==> src/rtl/pfs_pkg.sv <==
package pfs_pkg;
  typedef enum logic [2:0] {
    ST_RUN   = 3'd0,
    ST_GRACE = 3'd1,
    ST_LOCK  = 3'd2,
    ST_BATT  = 3'd3,
    ST_RECOV = 3'd4
  } pfs_state_e;
endpackage

==> src/rtl/pfs_deglitch.sv <==
// Two-flop synchroniser followed by a stability filter: the output takes
// the synchronised level only after it has differed for FILT_LEN edges.
module pfs_deglitch #(
  parameter int   FILT_LEN = 4,
  parameter logic RST_VAL  = 1'b1
) (
  input  logic clk,
  input  logic rst_n,
  input  logic raw_i,
  output logic flt_o
);
  localparam int CW = (FILT_LEN > 1) ? $clog2(FILT_LEN) : 1;

  logic [1:0]    meta_q;
  logic          flt_q, flt_d;
  logic [CW-1:0] cnt_q, cnt_d;

  always_ff @(posedge clk or negedge rst_n) begin
    if (!rst_n) meta_q <= {2{RST_VAL}};
    else        meta_q <= {meta_q[0], raw_i};
  end

  always_comb begin
    flt_d = flt_q;
    cnt_d = '0;
    if (meta_q[1] != flt_q) begin
      if (cnt_q == CW'(FILT_LEN - 1)) begin
        flt_d = meta_q[1];
      end else begin
        cnt_d = cnt_q + CW'(1);
      end
    end
  end

  always_ff @(posedge clk or negedge rst_n) begin
    if (!rst_n) begin
      flt_q <= RST_VAL;
      cnt_q <= '0;
    end else begin
      flt_q <= flt_d;
      cnt_q <= cnt_d;
    end
  end

  assign flt_o = flt_q;
endmodule

==> src/rtl/pfs_timer.sv <==
// Loadable down-counter; done while the count rests at zero.
module pfs_timer #(
  parameter int TW = 8
) (
  input  logic          clk,
  input  logic          rst_n,
  input  logic          load_i,
  input  logic [TW-1:0] load_val_i,
  output logic          done_o
);
  logic [TW-1:0] cnt_q;
  logic          dec_en;

  assign dec_en = (cnt_q != '0);

  always_ff @(posedge clk or negedge rst_n) begin
    if (!rst_n)      cnt_q <= '0;
    else if (load_i) cnt_q <= load_val_i;
    else if (dec_en) cnt_q <= cnt_q - TW'(1);
  end

  assign done_o = ~dec_en;
endmodule

==> src/rtl/pfs_fsm.sv <==
module pfs_fsm
  import pfs_pkg::*;
#(
  parameter int TW        = 8,
  parameter int GRACE_CYC = 4,
  parameter int RECOV_CYC = 16
) (
  input  logic          clk,
  input  logic          rst_n,
  input  logic          pwr_low_i,
  input  logic          bat_low_i,
  input  logic          busy_i,
  input  logic          tmr_done_i,
  output logic          tmr_load_o,
  output logic [TW-1:0] tmr_val_o,
  output logic          lock_o,
  output logic          bat_sel_o,
  output logic [2:0]    state_o
);
  pfs_state_e state_q, state_d;
  logic       armed_q, armed_d;
  logic       fail;

  assign fail = pwr_low_i | bat_low_i;

  always_comb begin
    state_d    = state_q;
    armed_d    = armed_q;
    tmr_load_o = 1'b0;
    tmr_val_o  = '0;
    case (state_q)
      ST_RUN: begin
        if (fail) begin
          if (busy_i) begin
            state_d    = ST_GRACE;
            tmr_load_o = 1'b1;
            tmr_val_o  = TW'(GRACE_CYC - 1);
          end else begin
            state_d = ST_LOCK;
          end
        end
      end
      ST_GRACE: begin
        if (!busy_i || tmr_done_i) state_d = ST_LOCK;
      end
      ST_LOCK: begin
        if (bat_low_i && armed_q) begin
          state_d = ST_BATT;
        end else if (!fail) begin
          state_d    = ST_RECOV;
          tmr_load_o = 1'b1;
          tmr_val_o  = TW'(RECOV_CYC - 1);
          armed_d    = 1'b1;
        end
      end
      ST_BATT: begin
        if (!bat_low_i) state_d = ST_LOCK;
      end
      ST_RECOV: begin
        if (fail)            state_d = ST_LOCK;
        else if (tmr_done_i) state_d = ST_RUN;
      end
      default: state_d = ST_LOCK;
    endcase
  end

  always_ff @(posedge clk or negedge rst_n) begin
    if (!rst_n) begin
      state_q <= ST_LOCK;
      armed_q <= 1'b0;
    end else begin
      state_q <= state_d;
      armed_q <= armed_d;
    end
  end

  assign lock_o    = (state_q == ST_LOCK) || (state_q == ST_BATT) || (state_q == ST_RECOV);
  assign bat_sel_o = (state_q == ST_BATT);
  assign state_o   = state_q;
endmodule

==> src/rtl/pfs_top.sv <==
module pfs_top #(
  parameter int CLK_MHZ  = 100,
  parameter int GRACE_US = 40,
  parameter int RECOV_MS = 50,
  parameter int FILT_LEN = 4
) (
  input  logic       clk,
  input  logic       rst_n,
  input  logic       pwr_low_async,
  input  logic       bat_low_async,
  input  logic       access_busy,
  output logic       mem_lock,
  output logic       bat_sel,
  output logic [2:0] seq_state
);
  localparam int GRACE_CYC = CLK_MHZ * GRACE_US;
  localparam int RECOV_CYC = CLK_MHZ * RECOV_MS * 1000;
  localparam int MAX_CYC   = (GRACE_CYC > RECOV_CYC) ? GRACE_CYC : RECOV_CYC;
  localparam int TW        = $clog2(MAX_CYC + 1);
  localparam int NFLAG     = 2;

  logic [1:0]       rst_pipe;
  logic             rst_sync;
  logic [NFLAG-1:0] flag_raw, flag_flt;
  logic             tmr_load, tmr_done;
  logic [TW-1:0]    tmr_val;

  always_ff @(posedge clk or negedge rst_n) begin
    if (!rst_n) rst_pipe <= 2'b00;
    else        rst_pipe <= {rst_pipe[0], 1'b1};
  end
  assign rst_sync = rst_pipe[1];

  // bit 0: power-fail level, bit 1: switchover level
  assign flag_raw = {bat_low_async, pwr_low_async};

  for (genvar gi = 0; gi < NFLAG; gi++) begin : g_flag
    pfs_deglitch #(
      .FILT_LEN(FILT_LEN),
      .RST_VAL (1'b1)
    ) u_dg (
      .clk  (clk),
      .rst_n(rst_sync),
      .raw_i(flag_raw[gi]),
      .flt_o(flag_flt[gi])
    );
  end

  pfs_timer #(.TW(TW)) u_tmr (
    .clk       (clk),
    .rst_n     (rst_sync),
    .load_i    (tmr_load),
    .load_val_i(tmr_val),
    .done_o    (tmr_done)
  );

  pfs_fsm #(
    .TW       (TW),
    .GRACE_CYC(GRACE_CYC),
    .RECOV_CYC(RECOV_CYC)
  ) u_fsm (
    .clk       (clk),
    .rst_n     (rst_sync),
    .pwr_low_i (flag_flt[0]),
    .bat_low_i (flag_flt[1]),
    .busy_i    (access_busy),
    .tmr_done_i(tmr_done),
    .tmr_load_o(tmr_load),
    .tmr_val_o (tmr_val),
    .lock_o    (mem_lock),
    .bat_sel_o (bat_sel),
    .state_o   (seq_state)
  );
endmodule

==> config.mk <==
export PLATFORM = sky130hd
export DESIGN_NAME = pfs_top
export DESIGN_NICKNAME = d
export VERILOG_FILES = /design/src/rtl/pfs_pkg.sv /design/src/rtl/pfs_deglitch.sv /design/src/rtl/pfs_timer.sv /design/src/rtl/pfs_fsm.sv /design/src/rtl/pfs_top.sv
export SDC_FILE = /design/constraint.sdc
export NUM_CORES = 1
export LEC_CHECK = 0
export ABC_AREA = 1
export BUFFER_PORTS_ARGS = -buffer_cell sky130_fd_sc_hd__buf_2
export CAP_MARGIN = 30
export CORE_UTILIZATION = 50
export DETAILED_ROUTE_END_ITERATION = 8
export GPL_ROUTABILITY_DRIVEN = 0
export GPL_TIMING_DRIVEN = 1
export HOLD_SLACK_MARGIN = 0.06
export PLACE_DENSITY_LB_ADDON = 0.1
export SLEW_MARGIN = 20
export SYNTH_ARGS = -nofsm -noshare
export SYNTH_HDL_FRONTEND = slang
export SYNTH_SLANG_ARGS = --single-unit
==> constraint.sdc <==
create_clock -name clk -period 3.05 [get_ports clk]
set_input_delay 0.1525 -clock clk [delete_from_list [all_inputs] [get_ports clk]]
set_output_delay 0.1525 -clock clk [all_outputs]
set_load 0.02 [all_outputs]
Word level (Yosys, flattened, before mapping). Cells that the tools add are included.

Output and inout port bits: 5. Bits of input ports: 5. Bits in registers: 39. Word-level logic and storage cells: 67.

Muxes and demuxes: 25. Equal/unequal tests: 13. Add/sub/neg operators: 3. Bitwise gates (word level): 4. Reduce and logical (&&, ||, !) cells: 12.

Operators by type and width (number): 2-to-1 mux 23 bit (5); one-hot mux 23 bit (2 select lines) (1); nonzero test 23 bit (1); subtractor 23 x 1 -> 23 bit (second input constant) (1); 2-to-1 mux 3 bit (7); one-hot mux 3 bit (5 select lines) (1); 2-to-1 mux 12 bit (1); 2-to-1 mux 2 bit (5); equality test 3 x 2 -> 1 bit (second input constant) (2); inequality test 3 bit (second input constant) (2); AND reduction 5 bit (1); adder 2 x 1 -> 2 bit (second input constant) (2); equality test 2 bit (second input constant) (2); 2-to-1 mux 1 bit (4); inequality test 2 x 1 -> 1 bit (second input constant) (2); AND reduction 2 bit (2); equality test 3 x 1 -> 1 bit (second input constant) (1); equality test 3 bit (second input constant) (1); logical NOT 3 bit (1); logical OR 1 bit (3); NOT 1 bit (3); AND reduction 3 bit (1); inequality test 1 bit (2); inequality test 2 bit (second input constant) (1); other kinds (5) (5).

Depth between registers and ports, before layout. Gate-level depths: netlist (run 1).

Depth in word-level cells: 5. Mapped depth: 10. Gate-level depth less buffers: 9.

By module. A second synthesis (run 1) with hierarchy kept.

Cell total of the unflattened synthesis: 346. Area total of the unflattened synthesis: 2583.7 um2.

Modules (own cells, without submodules): pfs_timer (area an instance 1667.8 um2, cells each 237, sequential area each 575.6 um2, times used 1); pfs_fsm (area an instance 489.2 um2, cells each 72, sequential area each 101.3 um2, times used 1); pfs_deglitch (area an instance 186.4 um2, cells each 17, sequential area each 128.9 um2, times used 2); pfs_top (area an instance 53.8 um2, cells each 3, sequential area each 50.0 um2, times used 1).

Worst setup path before layout (run 1). No wires, ideal clock.

Kind: flip-flop to flip-flop. Start point: register u_fsm.state_q[1], in the netlist u_fsm.state_o[1]. End point: register u_fsm.state_q[0], in the netlist u_fsm.state_o[0]. Cell stages (with the launch flop): 8. Setup slack: 1.342 ns. Arrival: 1.591 ns. Clock period less this slack: 1.708 ns. Setup time: 0.117 ns. Buffers on the path: 0. Required time: 2.933 ns. Cell sequence: dfstp_2 > inv_2 > nor3_1 > nand2_1 > nand2_1 > a21oi_2 > nand3_1 > nand2_1.

Cells in the longest elaborated chain, start to end: 3. Elaborated cells on any way between the ends: 12. Classes of those cells: eq/ne: 9; mux: 1; reduce/logical: 2.

Ends and longest elaborated chain: from (decl) (line pfs_fsm.sv:20) `pfs_state_e state_q, state_d;`; from (signal assigned) (line pfs_fsm.sv:72) `state_q <= state_d;`; equality test 3 x 2 -> 1 bit (*); via bat_sel (line pfs_top.sv:13) `output logic bat_sel,`; inequality test 2 bit (no source line); AND reduction 5 bit (no source line).

Mark *: on every way through the listed nets, which the timed path passes. The rest lies on a longest branch. A chain may end at the register's enable or synchronous reset.

Worst setup path in the final report (run 1).
Start point: register u_fsm.state_q[1], in the netlist u_fsm.state_o[1]. End point: register u_tmr.cnt_q[18].

Cells in the longest elaborated chain, start to end: 3. Elaborated cells on any way between the ends: 6. Classes of those cells: eq/ne: 1; mux: 3; reduce/logical: 2.

Ends and longest elaborated chain: equality test 3 x 2 -> 1 bit / logical NOT 3 bit (equally long branches) (line pfs_fsm.sv:31) `case (state_q)`; one-hot mux 23 bit (2 select lines) / one-hot mux 1 bit (2 select lines) (equally long branches) (line pfs_fsm.sv:31); 2-to-1 mux 23 bit / nonzero test 2 bit (equally long branches); to (signal assigned) (line pfs_timer.sv:18) `else if (load_i) cnt_q <= load_val_i;`; to (signal assigned) (line pfs_timer.sv:19) `else if (dec_en) cnt_q <= cnt_q - TW'(1);`; to (decl) (line pfs_timer.sv:11) `logic [TW-1:0] cnt_q;`.

Several ways; a longest one is shown, not always the timed one.

==> results of run 1 <==
==> logic make-up (layout without fill, tap and decap cells) <==
group                      count (synthesis)  after routing  synth area share [%]
and+or+nand+nor                          146            146                  32.6
DFF                                       39             39                  46.9
buffers and inverters                     30             48                  6.68
AOI/OAI and AO/OA                         21             21                  6.14
xor gates and xnor gates                  11             11                  4.59
adders and majority gates                  3              3                  1.79
muxes                                      2              2                  1.07
other                                      1              1                 0.179
==> report_power, final <==
| group | switching (µW) | internal [µW] | leakage [µW] |
|---|---|---|---|
| registers | 145 | 677 | 0.000459 |
| clock network | 190 | 244 | 0.0000581 |
| logic | 496 | 286 | 0.000582 |
==> cell usage after synthesis, types with 2 or more instances <==
cell type  count  area share (%)
xnor2_1        4             1.7
dfstp_2        7             8.8
inv_2          2            0.36
nand4_1        7             2.1
xor2_1         7             2.9
o21ai_0        3            0.72
ha_1           3             1.8
nand3_1       22             5.2
o31ai_1        2            0.72
nor3_1         8             1.9
dfrtp_1       32              38
nor2_1        38             6.8
a21oi_1        9             2.1
nand2_1       54             9.7
nand3_2        2            0.95
nor2_2         8             2.4
inv_1         25             4.5
mux2_2         2             1.1
==> through the flow <==
stage	cell area (µm²)	cells
final	2320	321
after global routing	2320	321
after CTS	2320	321
after detailed placement	2170	310
after global placement	2170	310
after floorplan	2100	253
==> flip-flops by register name, summed over array words and instances, names as in the netlist <==
register            count
g_flag.u_dg.cnt_q       4
g_flag.u_dg.flt_o       2
g_flag.u_dg.meta_q      4
rst_pipe                2
u_fsm.armed_q           1
u_fsm.state_o           3
u_tmr.cnt_q            23
==> per-layer routing <==
metal / GRT usage [%] / wire length, µm / up-vias
li1: - / - / 854
met5: 0 / 0 / -
met2: 30.7 / 1770 / 18
met4: 6.38 / 48 / 0
met1: 30.6 / 2160 / 756
met3: 5.14 / 104 / 6
==> area by class of cell <==
class | instances | area share [%]
Tap cell | 50 | 2.70
Clock inverter | 3 | 1.89
Clock buffer | 5 | 2.97
Sequential cell | 39 | 42.5
Multi-Input combinational cell | 184 | 42.0
Inverter | 27 | 4.37
Timing Repair Buffer | 13 | 3.56
==> path summary, 6_finish.rpt <==
check | from | to | slack (ps) | cells after the start
hold reg to reg | rst_pipe[1] | g_flag[0].u_dg.cnt_q[0] | 260 | 0
setup reg to reg | u_fsm.state_o[1] | u_tmr.cnt_q[18] | 900 | 8
max in group asynchronous | rst_pipe[1] | u_tmr.cnt_q[15] | 2040 | 1
hold / removal | rst_n | rst_pipe[1] | 160 | 2
min in group clk | access_busy | u_tmr.cnt_q[7] | 200 | 3
setup / recovery | u_fsm.state_o[1] | u_tmr.cnt_q[18] | 900 | 8
==> repair_timing <==
item	CTS	global route
resized for setup	0	0
hold endpoints to repair	4	0
hold buffers	3	0
==> results by group, run 1 <==
STA
  – Worst Slack Setup Final: 898 ps
  – Slew @ Worst Pin: 631 ps
  – Final Max Slew Viols: 0
  – Fin Setup TNS: 0 ps
  – RSZ-0062 raised after global routing: no
  – Max Freq: roughly 460 MHz
  – Slew headroom: 57.9%
  – Final setup viols: 0
  – Fin crit period: 2150 ps
  – Final hold slack: 157 ps
  – Fin. Hold Viols: 0
  – Layout Skew: 10.7 ps
  – Fin crit share: a little over 70%

Detailed routing
  – Detailed Route Iter0 Violations: about 100
  – DR vias/cell: 5.09
  – Routed wire length: 4080 µm
  – Post-route ant nets: 0
  – Drt pass-1 iters: 4
  – Vias: around 1600
  – DRC: 0
  – Per-cell routed wire length: 12.7 µm

Clocking
  – Clock Path Buffers: 2
  – Clock latency on the worst-skew pair: about 290 ps
  – Num CTS Buffers: 5
  – H-tree levels: 2
  – Clock root cell: clkbuf_8
  – CTS tree: done
  – Sink Count: 39
  – Post-CTS Setup Inserts: 0
  – Worst-path clk slew: approximately 80 ps

Final layout
  – Final Util: 57.5%
  – Final nets: 278
  – Syn-to-layout area delta: 10.4%
  – Number of diodes: 0
  – FF/Latch Area: 985 µm²
  – Commonest cells after routing, fill and taps aside: 54 x nand2_1, 38 x nor2_1, 32 x dfrtp_1
  – Multi-input logic area: 973 µm²
  – Layout cells sized above 1: between 10% and 20%
  – Commonest non-fill, non-tap cell in the layout: nand2_1
  – Fillers: just under 400

Synthesis
  – Ys async rst share: 100%
  – Post-synthesis cell count: 253
  – Most used DFF post-synth: dfrtp_1
  – Syn nets: approximately 260
  – Number of flops mapped to enable cells by yosys: 0
  – Yosys cell types: 36
  – Seq/Total Area, Yosys: 46.9%
  – Synthesis Warnings: 0
  – Area of the mapped netlist: approximately 2100 µm²
  – Flops & latches, synth: 39
  – Syn Area/Cell: a little over 8 µm²

Global routing
  – GRT overflow: 0
  – Largest net degree at the start of global routing: 23
  – First-pass GRT wire length: 6870 µm
  – Initial antenna violation count: 0
  – All-Layer GR Usage: 21.1%
  – Vias in the first global route: about 1500

Die
  – Die X: 66.8 µm
  – Die footprint: 4460 µm²
  – Cell Rows: 23
  – # IOs: 10
  – DIE HEIGHT: 66.8 µm
  – Starting Density: 52.1%
  – Core area: 4030 µm²

Setup path
  – Worst Setup End Kind: flip-flop
  – Buf+Inv Stages, Crit Path: 2
  – CP delay by family, top: simple AND/OR/NAND/NOR gates
  – Slowest CP cell: dfstp_2
  – Critical Path RT: 3270 ps
  – Critical path class: flip-flop to flip-flop
  – CP startpoint kind: flip-flop
  – Crit-path cells: inv_2 -> nand2_2 -> nor2_2 -> nand3_2 -> nand2_1 -> inv_1 -> nand3_1 -> a21oi_1
  – Largest stage delay, worst path: 630 ps
  – Crit path max fanout: 13
  – CP arrival: around 2400 ps

Power and ir drop
  – Worst VDD drop: 457 µV
  – Total Power: roughly 2000 µW
  – P per Cell Area: 879 nW/µm²
  – Leak: 0.00110 µW

Placed design
  – Buffers on Ports: 9
  – Pre-CTS WS: 911 ps
  – Hpwl dp: between 2000 and 3000 µm

Job
  – Number of max-cap violations: 0

Min path
  – Hold Path Class: input pin to asynchronous set/reset pin

Run status
  – Outcome: finished clean
Power figures use the tool's default switching activity.
==> run 2, diff against run 1 <==
--- a/config.mk
+++ b/config.mk
@@ -5,7 +5,7 @@
 export SDC_FILE = /design/constraint.sdc
 export NUM_CORES = 1
 export LEC_CHECK = 0
-export ABC_AREA = 1
+export ABC_AREA = 0
 export BUFFER_PORTS_ARGS = -buffer_cell sky130_fd_sc_hd__buf_2
 export CAP_MARGIN = 30
 export CORE_UTILIZATION = 50
==> constraint.sdc (replaced) <==
create_clock -name clk -period 2 [get_ports clk]
set_input_delay 0.1 -clock clk [delete_from_list [all_inputs] [get_ports clk]]
set_output_delay 0.1 -clock clk [all_outputs]
set_load 0.02 [all_outputs]
==> run 2 against run 1 <==
The run now ends with setup timing left. Clock-buffer cell count stayed put. Die area down 3.4%. Combinational power grew 48%. Clock power grew 22%. Critical endpoint is now u_tmr.cnt_q[21]. Highest routed layer unchanged.
==> results by group, run 2 <==
Power and ir drop
  – Flop pwr share: 42.6% (+2.3 points)
  – Combinational share of power: 39.3% (+0.9 points)
  – Clock power share: 18.0% (-3.3 points)
  – Worst VDD drop: 687 µV (+50%)
  – Net Sw Power: 1170 µW (+40%)
  – Internal power: 1780 µW (+48%)
  – P per Cell Area: 1180 nW/µm² (+34%)
  – Leak: 0.00103 µW (-6.5%)
  – Sw frac: 39.6% (-1.2 points)
  – Total Power: 2950 µW (+45%)

Global routing
  – Vias in the first global route: 1544 (+5.6%)
  – Initial antenna violation count: 0 (unchanged)
  – Largest net degree at the start of global routing: 38 (+65%)
  – GRT overflow: 0 (unchanged)
  – All-Layer GR Usage: 22.2% (+1.1 points)
  – First-pass GRT wire length: 7040 µm (+2.6%)

Detailed routing
  – Detailed Route Iter0 Violations: 88 (-11%)
  – DRC: 0 (unchanged)
  – Routed wire length: 4450 µm (+9.1%)
  – Per-cell routed wire length: 15.6 µm (+23%)
  – Vias: 1642 (+0.49%)
  – DR vias/cell: 5.76 (+13%)
  – Drt pass-1 iters: 5 (+1)
  – Post-route ant nets: 0 (unchanged)

Die
  – # IOs: 10 (unchanged)
  – DIE HEIGHT: 65.6 µm (-1.7%)
  – Starting Density: 53.7% (+1.6 points)
  – Cell Rows: 22 (-4.3%)
  – Core area: 3770 µm² (-6.4%)
  – Die footprint: 4310 µm² (-3.4%)
  – Die X: 65.6 µm (-1.7%)

Clocking
  – Clock latency on the worst-skew pair: 300 ps (about the same)
  – CTS tree: done
  – Clock Path Buffers: 2 (unchanged)
  – Worst-path clk slew: 80 ps (about the same)
  – Sink Count: 39 (unchanged)
  – Num CTS Buffers: 5 (unchanged)
  – Clock root cell: clkbuf_8
  – H-tree levels: 2 (unchanged)

Setup path
  – Critical path class: flip-flop to flip-flop
  – CP startpoint kind: flip-flop
  – Cell count of the worst reg-to-reg path: 6 (-2)
  – Worst Setup End Kind: flip-flop
  – Worst R2R Start: u_tmr.cnt_q[10]
  – Crit path max fanout: 4 (-9)
  – Reg-to-Reg End: u_tmr.cnt_q[21]
  – CP arrival: 2260 ps (-110 ps)
  – Critical Path RT: 2240 ps (-1030 ps)
  – Flop2flop setup slack: -20 ps (-920 ps)

STA
  – Layout Skew: 8.25 ps (-2.43 ps)
  – Worst Slack Setup Final: -17.5 ps (-916 ps)
  – Final setup viols: 1 (+1)
  – Fin crit period: 2020 ps (-134 ps)
  – Max Freq: 496 MHz (+6.7%)
  – Fin crit share: 101% (+30 points)
  – Fin Setup TNS: -17.5 ps (-17.5 ps)
  – Fin. Hold Viols: 0 (unchanged)
  – RSZ-0062 raised after global routing: yes
  – Final Max Slew Viols: 0 (unchanged)

Synthesis
  – Flops & latches, synth: 39 (unchanged)
  – Yosys cell types: 50 (+39%)
  – Most used DFF post-synth: dfrtp_1
  – Top post-synthesis cells by count: 32 x dfrtp_1, 16 x nor2_1, 14 x o21ai_0, 12 x nand2_1, 10 x xor2_1
  – Seq/Total Area, Yosys: 48.6% (+1.7 points)
  – Syn nets: 202 (-23%)
  – Ys async rst share: 100% (unchanged)
  – Syn Area/Cell: 10.4 µm² (+26%)
  – Synthesis Warnings: 0 (unchanged)
  – Cell with the most instances after synthesis: dfrtp_1
  – Yosys top cell area share: 39.6% (+1.4 points)
  – Post-synthesis cell count: 194 (-23%)
  – Most area-consuming cells after synthesis: dfrtp_1 40%, dfstp_2 9.1%, xor2_1 4.3%
  – Number of flops mapped to enable cells by yosys: 0 (unchanged)
  – Area of the mapped netlist: 2020 µm² (-3.5%)
  – Cell taking the most area after synthesis: dfrtp_1

Final layout
  – Syn-to-layout area delta: 23.8%
  – Commonest cells after routing, fill and taps aside: 31 x dfrtp_1, 30 x buf_4, 15 x nor2_1
  – Largest Register: u_tmr.cnt_q
  – Max reg flops: 23 (unchanged)
  – Biggest regs: u_tmr.cnt_q (23), g_flag.u_dg.cnt_q (4), g_flag.u_dg.meta_q (4)
  – Number of diodes: 0 (unchanged)
  – Layout cells sized above 1: 31.6% (+15 points)
  – Final std cells w/o fill: 285 (-11%)
  – Commonest non-fill, non-tap cell in the layout: dfrtp_1
  – Final nets: 244 (-12%)
  – Fillers: 279 (-28%)

Placed design
  – Pre-CTS WS: -5.59 ps (-917 ps)
  – Buffers on Ports: 9 (unchanged)
  – Hpwl dp: 3010 µm (+0.64%)
  – Dpl cells: 266 (-14%)

Run status
  – Outcome: finished with violations
  – Failing checks: setup timing

Job
  – Number of max-cap violations: 0 (unchanged)

Min path
  – Hold Path Class: input pin to asynchronous set/reset pin
run 2: cell count changes in the layout (fill, tap and decap cells not counted), sizes merged, moves of 4 or more:
| cell | delta |
|---|---|
| nand4 | -4 |
| o211ai | +4 |
| nor4 | +4 |
| inv | -22 |
| nor2b | +5 |
| o21ai | +11 |
| nand3 | -22 |
| buf | +29 |
| or4 | +6 |
| nor2 | -32 |
| nand2 | -43 |
run 2: repair_timing:
| item | CTS | global route |
|---|---|---|
| hold buffers | 3 | 0 |
| setup endpoints to repair | 2 | 12 |
| buffers inserted | 2 | 6 |
| gates resized for setup | 2 | 12 |
| endpoints found under the hold margin | 4 | 0 |
| pin swaps | 2 | 6 |
run 2: routing by layer:
layer,track usage (%),routed length (µm),up-vias
li1,-,-,796
met1,27.5,1960,796
met2,36.4,2230,39
met3,5.56,148,11
met4,9.78,112,0
met5,0,0,-
run 2: power groups by stage:
stage / registers [µW] / logic (µW) / clock network [µW]
6_report: 1260 / 1160 / 531
5_1_grt: 1290 / 1270 / 577
4_1_cts: 1250 / 1120 / 542
3_5_place_dp: 1270 / 1080 / 0
3_3_place_gp: 1250 / 1050 / 0
2_1_floorplan: 1230 / 750 / 0
run 2: metrics by stage:
stage	util (%)	hold slack (ps)	area, µm²
global route	66.5	115	2510
CTS	63.8	97.4	2410
detailed placement	60.1	-112	2270
global placement	60.1	-115	2270
floorplan	-	-196	2020
finish	66.5	99.3	2510
run 2: worst max path at each step:
stage | cells after the start | to | from | slack (ps)
floorplan | 5 | u_tmr.cnt_q[6] | g_flag[1].u_dg.flt_o | 50
detailed placement | 5 | u_fsm.state_o[0] | u_tmr.cnt_q[13] | -6
CTS | 5 | u_fsm.state_o[0] | u_tmr.cnt_q[2] | -2
finish | 6 | u_tmr.cnt_q[21] | u_tmr.cnt_q[10] | -20
global placement | 5 | u_fsm.state_o[0] | u_tmr.cnt_q[13] | 50
global route | 7 | u_tmr.cnt_q[21] | u_tmr.cnt_q[0] | -80
run 2: kinds of logic (layout without fill, tap and decap cells):
kind of cell	Yosys count	count (layout)	share of synthesized area, %
buf+inv	12	55	2.29
xor+xnor	17	17	7.35
fa+ha+maj	3	3	1.85
other cells	1	1	0.185
compound gates	44	44	13.7
flops	39	39	48.6
mux	3	3	1.67
simple gates	75	75	24.4
run 2: layout make-up:
cell class,instances,area [µm²],area share (%)
multi-input combinational,143,1050,42.0
clock buffer,5,68.8,2.75
timing repair buffer,42,300,12.0
sequential,39,986,39.3
inverter,5,18.8,0.749
clock inverter,3,20.0,0.799
tap,48,60.1,2.40
run 2: worst max-delay path, stage by stage (launching register included):
cell	delay, ps
dfrtp_1	410
nor4_4	270
buf_4	190
nand4_4	110
or3b_4	440
or4_4	490
nand2_2	60
